[config.mk]
export PLATFORM = sky130hd
export DESIGN_NAME = ps_cfg_loader
export DESIGN_NICKNAME = d
export VERILOG_FILES = /design/src/rtl/ps_cfg_pkg.sv /design/src/rtl/ps_sync2.sv /design/src/rtl/ps_delay_timer.sv /design/src/rtl/ps_bit_shifter.sv /design/src/rtl/ps_cfg_loader.sv
export SDC_FILE = /design/constraint.sdc
export NUM_CORES = 1
export LEC_CHECK = 0
export BUFFER_PORTS_ARGS = -buffer_cell sky130_fd_sc_hd__buf_2
export CAP_MARGIN = 15
export CORE_ASPECT_RATIO = 1.2
export CORE_MARGIN = 8
export CORE_UTILIZATION = 60
export CTS_BUF_LIST = sky130_fd_sc_hd__clkbuf_8
export DETAILED_ROUTE_END_ITERATION = 10
export PLACE_DENSITY = 0.82
export SYNTH_ARGS = -nofsm -noshare
export SYNTH_HDL_FRONTEND = slang
export SYNTH_HIERARCHICAL = 1
export SYNTH_SLANG_ARGS = --single-unit
[constraint.sdc]
create_clock -name clk -period 3.2 [get_ports clk]
set_input_delay 0.32 -clock clk [delete_from_list [all_inputs] [get_ports clk]]
set_output_delay 0.32 -clock clk [all_outputs]
set_load 0.01 [all_outputs]
[src/rtl/ps_cfg_pkg.sv]
package ps_cfg_pkg;

    typedef enum logic [1:0] {
        OP_NONE  = 2'b00,
        OP_BEGIN = 2'b01,
        OP_XFER  = 2'b10,
        OP_END   = 2'b11
    } cfg_op_e;

    typedef enum logic [2:0] {
        S_IDLE,
        S_BEG_HOLD,
        S_BEG_WAIT,
        S_XFER_RUN,
        S_END_EVAL,
        S_RESPOND
    } ldr_state_e;

endpackage

[src/rtl/ps_sync2.sv]
module ps_sync2 #(
    parameter int unsigned W = 2
) (
    input  logic         clk,
    input  logic         rst_n,
    input  logic [W-1:0] async_i,
    output logic [W-1:0] sync_o
);

    // Two flops per line; each line gets its own chain.
    for (genvar g = 0; g < W; g++) begin : g_line
        logic meta_q;
        logic stab_q;
        always_ff @(posedge clk or negedge rst_n) begin
            if (!rst_n) begin
                meta_q <= 1'b0;
                stab_q <= 1'b0;
            end else begin
                meta_q <= async_i[g];
                stab_q <= meta_q;
            end
        end
        assign sync_o[g] = stab_q;
    end

endmodule

[src/rtl/ps_delay_timer.sv]
module ps_delay_timer #(
    parameter int unsigned W = 12
) (
    input  logic         clk,
    input  logic         rst_n,
    input  logic         clr_i,
    output logic [W-1:0] cnt_o
);

    localparam logic [W-1:0] TOP = '1;

    logic [W-1:0] cnt_q;

    // Counts cycles since the last clear; saturates at the top value.
    always_ff @(posedge clk or negedge rst_n) begin
        if (!rst_n) begin
            cnt_q <= '0;
        end else if (clr_i) begin
            cnt_q <= '0;
        end else if (cnt_q != TOP) begin
            cnt_q <= cnt_q + 1'b1;
        end
    end

    assign cnt_o = cnt_q;

endmodule

[src/rtl/ps_bit_shifter.sv]
module ps_bit_shifter #(
    parameter int unsigned DW       = 8,
    parameter int unsigned HALF_CYC = 2
) (
    input  logic          clk,
    input  logic          rst_n,
    input  logic          load_i,
    input  logic [DW-1:0] din_i,
    output logic          ready_o,
    output logic          idle_o,
    output logic          sclk_o,
    output logic          sdat_o
);

    localparam int unsigned PW = (HALF_CYC > 1) ? $clog2(HALF_CYC) : 1;
    localparam int unsigned BW = (DW > 1) ? $clog2(DW) : 1;
    localparam logic [PW-1:0] PH_LAST  = PW'(HALF_CYC - 1);
    localparam logic [BW-1:0] BIT_LAST = BW'(DW - 1);

    logic          active_q;
    logic          hi_q;
    logic [PW-1:0] pc_q;
    logic [BW-1:0] bi_q;
    logic [DW-1:0] sh_q;
    logic          last_ph;

    assign last_ph = (pc_q == PH_LAST);

    // Per bit: a low phase with data presented, then a high phase.
    // Data moves to the next bit only as the clock returns low.
    always_ff @(posedge clk or negedge rst_n) begin
        if (!rst_n) begin
            active_q <= 1'b0;
            hi_q     <= 1'b0;
            pc_q     <= '0;
            bi_q     <= '0;
            sh_q     <= '0;
        end else if (load_i) begin
            active_q <= 1'b1;
            hi_q     <= 1'b0;
            pc_q     <= '0;
            bi_q     <= '0;
            sh_q     <= din_i;
        end else if (active_q) begin
            if (!last_ph) begin
                pc_q <= pc_q + 1'b1;
            end else begin
                pc_q <= '0;
                if (!hi_q) begin
                    hi_q <= 1'b1;
                end else begin
                    hi_q <= 1'b0;
                    sh_q <= sh_q >> 1;
                    if (bi_q == BIT_LAST) begin
                        active_q <= 1'b0;
                    end else begin
                        bi_q <= bi_q + 1'b1;
                    end
                end
            end
        end
    end

    assign ready_o = !active_q || (hi_q && last_ph && (bi_q == BIT_LAST));
    assign idle_o  = !active_q;
    assign sclk_o  = hi_q;
    assign sdat_o  = sh_q[0];

endmodule

[src/rtl/ps_cfg_loader.sv]
module ps_cfg_loader
    import ps_cfg_pkg::*;
#(
    parameter int unsigned CLK_HZ      = 100_000_000,
    parameter int unsigned HOLD_US     = 40,
    parameter int unsigned HALF_CYC    = 2,
    parameter int unsigned TIMEOUT_CYC = 0,
    parameter int unsigned CNT_W       = 8
) (
    input  logic             clk,
    input  logic             rst_n,
    input  logic             cmd_valid,
    input  logic [1:0]       cmd_op,
    input  logic [CNT_W-1:0] cmd_count,
    output logic             cmd_ready,
    input  logic             byte_valid,
    input  logic [7:0]       byte_data,
    output logic             byte_ready,
    output logic             busy,
    output logic             rsp_valid,
    output logic             rsp_result,
    input  logic             tgt_stat_n_i,
    input  logic             tgt_done_i,
    output logic             tgt_rst_n_o,
    output logic             tgt_dat_o,
    output logic             tgt_clk_o
);

    localparam int unsigned HOLD_CYC = (CLK_HZ / 1_000_000) * HOLD_US;
    localparam int unsigned SPAN     = (HOLD_CYC > TIMEOUT_CYC) ? HOLD_CYC : TIMEOUT_CYC;
    localparam int unsigned TMR_W    = $clog2(SPAN + 2);
    localparam logic [TMR_W-1:0] HOLD_LAST = TMR_W'(HOLD_CYC - 1);

    ldr_state_e       state_q, state_d;
    cfg_op_e          op;
    logic [1:0]       pins_sync;
    logic             stat_ok, done_ok;
    logic [TMR_W-1:0] tmr_cnt;
    logic             tmr_clr;
    logic             wait_expired;
    logic [CNT_W-1:0] rem_q;
    logic             res_q;
    logic             req_n_q;
    logic             sh_load, sh_ready, sh_idle;
    logic             accept;

    assign op      = cfg_op_e'(cmd_op);
    assign accept  = (state_q == S_IDLE) && cmd_valid;
    assign stat_ok = pins_sync[0];
    assign done_ok = pins_sync[1];

    ps_sync2 #(.W(2)) u_sync (
        .clk     (clk),
        .rst_n   (rst_n),
        .async_i ({tgt_done_i, tgt_stat_n_i}),
        .sync_o  (pins_sync)
    );

    // Restarted on every state change, so it measures time spent in a state.
    assign tmr_clr = (state_d != state_q);

    ps_delay_timer #(.W(TMR_W)) u_timer (
        .clk   (clk),
        .rst_n (rst_n),
        .clr_i (tmr_clr),
        .cnt_o (tmr_cnt)
    );

    if (TIMEOUT_CYC > 0) begin : g_tmo
        localparam logic [TMR_W-1:0] TMO_LAST = TMR_W'(TIMEOUT_CYC - 1);
        assign wait_expired = (state_q == S_BEG_WAIT) && (tmr_cnt == TMO_LAST);
    end else begin : g_no_tmo
        assign wait_expired = 1'b0;
    end

    assign sh_load = (state_q == S_XFER_RUN) && (rem_q != '0) && sh_ready && byte_valid;

    ps_bit_shifter #(.DW(8), .HALF_CYC(HALF_CYC)) u_shift (
        .clk     (clk),
        .rst_n   (rst_n),
        .load_i  (sh_load),
        .din_i   (byte_data),
        .ready_o (sh_ready),
        .idle_o  (sh_idle),
        .sclk_o  (tgt_clk_o),
        .sdat_o  (tgt_dat_o)
    );

    // State register
    always_ff @(posedge clk or negedge rst_n) begin
        if (!rst_n) begin
            state_q <= S_IDLE;
        end else begin
            state_q <= state_d;
        end
    end

    // Next-state logic
    always_comb begin
        state_d = state_q;
        unique case (state_q)
            S_IDLE: begin
                if (cmd_valid) begin
                    case (op)
                        OP_BEGIN: state_d = S_BEG_HOLD;
                        OP_XFER:  state_d = (cmd_count == '0) ? S_RESPOND : S_XFER_RUN;
                        OP_END:   state_d = S_END_EVAL;
                        default:  state_d = S_IDLE;
                    endcase
                end
            end
            S_BEG_HOLD: if (tmr_cnt == HOLD_LAST) state_d = S_BEG_WAIT;
            S_BEG_WAIT: if (stat_ok || wait_expired) state_d = S_RESPOND;
            S_XFER_RUN: if ((rem_q == '0) && sh_idle) state_d = S_RESPOND;
            S_END_EVAL: state_d = S_RESPOND;
            S_RESPOND:  state_d = S_IDLE;
            default:    state_d = S_IDLE;
        endcase
    end

    // Byte counter and result register
    always_ff @(posedge clk or negedge rst_n) begin
        if (!rst_n) begin
            rem_q <= '0;
            res_q <= 1'b0;
        end else begin
            if (accept && (op == OP_XFER)) begin
                rem_q <= cmd_count;
                res_q <= 1'b1;
            end else if (sh_load) begin
                rem_q <= rem_q - 1'b1;
            end
            if (state_q == S_BEG_WAIT) begin
                if (stat_ok)           res_q <= 1'b1;
                else if (wait_expired) res_q <= 1'b0;
            end
            if (state_q == S_END_EVAL) begin
                res_q <= stat_ok && done_ok;
            end
        end
    end

    // Output process: the request pin is registered, so it cannot glitch.
    always_ff @(posedge clk or negedge rst_n) begin
        if (!rst_n) begin
            req_n_q <= 1'b1;
        end else begin
            req_n_q <= (state_d != S_BEG_HOLD);
        end
    end

    assign tgt_rst_n_o = req_n_q;
    assign cmd_ready   = (state_q == S_IDLE);
    assign busy        = (state_q != S_IDLE);
    assign rsp_valid   = (state_q == S_RESPOND);
    assign rsp_result  = (state_q == S_RESPOND) && res_q;
    assign byte_ready  = (state_q == S_XFER_RUN) && (rem_q != '0) && sh_ready;

endmodule

==> results.cfg <==
[clock_tree]
clkTransAtPathRegs_ns = 0.08
cts_made_buffers = 5
cts_root_buf = clkbuf_8
cts.htree.levels = 2
cts_tree = done
numClockSinks = 43
ctsResizeCount = 0
holdBufCountCts = 0
clock_insertion_delay_worst_skew_ns = 0.30
cts_setup_buffers = 0
cts_max_path_buffers = 2

[global_route]
grt_max_degree = 44
grt_pass1_vias = 1845
antenna_found_initial = 0
grt_usage = 0.162
grt_pass1_wl_um = 8360
gr-total-overflow = 0

[logic_synthesis]
synth-edff-count = 0
ys_seq_area_frac = 0.433
synth_cell_type_count = 62
syn_area_per_cell_um2 = 10.3
netlist_area_um2 = 2490
async_flop_share = 1.00
synth_ff_type = dfrtp_1
ys_ff_latch = 43
syn_nets = 274
syn-instance-count = 242
synth_warnings = 6

[routing]
routed_wl_um = 4900
drt_iter0_drc = 83
drt_pass1_iterations = 4
ant_nets = 0
vias = 1870
avgViaCountPerCell = 5.77
route.detailed.drc = 0
routedWlPerCell_um = 15.1

[setup_path]
critical_path.top_delay_family = compound AO/OA/AOI/OAI gates
r2r_slack_ns = 0.53
cp_max_fo = 10
timing.rr.start = rem_q[0]
end_kind = flop
critical_path.max_stage_delay_ns = 0.49
crit_top_cell = inv_1
crit_type = flop to flop
path_cells = inv_1, ha_1, or4b_4, o211ai_2, inv_1, a31oi_4, mux2_2
path_buf_inv = 2
worstPathRequired_ns = 3.39
worstPathArrival_ns = 2.85
slowest_stage = or4b_4
start_kind = flop
reg2reg_depth = 7
worst_r2r_endpoint = u_shift/sh_q[4]

[die]
io_pins = 32
coreArea_um2 = 3970
num_rows = 25
fp.dieArea_um2 = 6470
initial_utilization = 0.626
die_w_um = 74.8
chipHeight_um = 86.5

[power]
leakage_uw = 0.00126
p_total_uw = 2140
pwr_density_cell_nw_per_um2 = 776
ir_drop_uv = 489

[job]
maxCapViolCount = 0

[worst_hold_path]
hold_path.class = primary input to flop
min_to = u_sync/g_line[0].meta_q
holdPathStages = 1
worstHoldStart = tgt_stat_n_i

[sta]
finalHoldViolCount = 0
fmax_mhz = 375
whs_ns = 0.124
finalSetupTns_ns = 0
finalCritPeriodShare = 0.833
worst_clock_skew_ns = 0.0100
finalMaxSlewViolations = 0
maxSlewHeadroom = 0.366
rsz0062_at_grt = no
setup_viol = 0
period_needed_ns = 2.67
worstMarginPinSlew_ns = 0.951

[placed_design]
gp_congestion = 0.801
io_buffer_count = 31
placed_cell_area_um2 = 2640
hpwl_um = 3590

[final_layout]
layout_common_cells = dfrtp_1, buf_2, nor2_1, nand2_1, o21ai_0
stdcell_area_um2 = 2760
insertedDiodeCount = 0
final_common_cell = dfrtp_1
nNetsFinal = 301
n_fill_cell = 309
final_layout_size_suffix_gt1_frac = 0.244
syn_to_final_growth_pct = 10.8

[status]
status = finished, final reports clean
==> cell families (layout without fill, tap and decap cells) <==
family	count (synthesis)	after routing	synth area share
AND/OR/NAND/NOR	103	103	0.252
AO/OA/AOI/OAI	43	43	0.125
flip-flops	43	43	0.433
multiplexers	20	20	0.0880
buffers and inverters	20	48	0.0443
adder cells (fa/ha/maj)	8	8	0.0402
XOR/XNOR	5	5	0.0176
==> worst max path at each step <==
stage / startpoint / endpoint / slack (ns) / depth (start not counted)
finish: rem_q[0] / u_shift/sh_q[4] / 0.53 / 7
global route: rem_q[0] / u_shift/sh_q[4] / 0.38 / 7
CTS: rem_q[0] / u_shift/sh_q[4] / 0.55 / 7
detailed placement: rem_q[0] / u_shift/sh_q[4] / 0.56 / 7
global placement: rem_q[0] / u_shift/sh_q[5] / 0.62 / 7
floorplan: rem_q[0] / u_shift/sh_q[0] / 0.83 / 8
==> report_power, final <==
| group | internal, µW | switching, µW |
|---|---|---|
| sequential | 716 | 194 |
| clock | 253 | 189 |
| combinational | 371 | 414 |
| total | 1340 | 797 |
==> state kept, by name, indices dropped and copies added, names as in the netlist <==
signal / flops
rem_q: 8
u_timer/cnt_o: 12
state_q: 3
u_sync/g_line.stab_q: 2
u_shift/bi_q: 3
res_q: 1
u_sync/g_line.meta_q: 2
u_shift/last_ph: 1
u_shift/active_q: 1
tgt_rst_n_o: 1
u_shift/sh_q: 8
u_shift/sclk_o: 1
==> area by class of cell <==
| class | instances | area [µm²] | area share |
|---|---|---|---|
| multi-input cells | 179 | 1300 | 0.472 |
| flip-flops and latches | 43 | 1080 | 0.391 |
| repair buffers | 32 | 163 | 0.0590 |
| clock buffers | 6 | 82.6 | 0.0300 |
| well taps | 54 | 67.6 | 0.0245 |
| clock inverters | 2 | 35.0 | 0.0127 |
| inverters | 8 | 30.0 | 0.0109 |
==> synth_stat cells (2+ instances only) <==
| cell | number | share of area |
|---|---|---|
| buf_6 | 2 | 0.0091 |
| nand3b_1 | 2 | 0.0060 |
| clkbuf_1 | 2 | 0.0030 |
| nand2b_1 | 7 | 0.018 |
| or3_1 | 4 | 0.010 |
| mux2_1 | 8 | 0.036 |
| nor3_1 | 6 | 0.012 |
| ha_1 | 8 | 0.040 |
| buf_4 | 4 | 0.012 |
| inv_1 | 8 | 0.012 |
| a211oi_1 | 4 | 0.012 |
| mux2_2 | 7 | 0.032 |
| dfrtp_1 | 42 | 0.42 |
| nand3_1 | 7 | 0.014 |
| o21ai_0 | 12 | 0.024 |
| nor4_1 | 4 | 0.010 |
| a221o_1 | 3 | 0.012 |
| nor2b_1 | 6 | 0.015 |
| buf_2 | 4 | 0.0080 |
| mux2i_1 | 5 | 0.020 |
| nand2_1 | 16 | 0.024 |
| a21oi_1 | 8 | 0.016 |
| nand4_1 | 3 | 0.0075 |
| or3_2 | 2 | 0.0060 |
| xnor2_1 | 4 | 0.014 |
| or4_4 | 2 | 0.0091 |
| nor3_2 | 3 | 0.012 |
| nor2_1 | 25 | 0.038 |
==> layer usage <==
metal	wire (µm)	up-vias	GRT usage	share of wire
li1	-	931	-	-
met1	2080	904	0.190	0.42
met2	2530	30	0.275	0.52
met3	244	5	0.0439	0.050
met4	55	0	0.0500	0.011
met5	0	-	0	0
==> stage by stage <==
stage,worst slack [ns],utilization,instances
4_1_cts,0.550,0.694,324
6_report,0.533,0.694,324
2_1_floorplan,0.832,-,242
5_1_grt,0.380,0.694,324
3_3_place_gp,0.620,0.664,316
3_5_place_dp,0.563,0.664,316
Power figures use the tool's default switching activity.
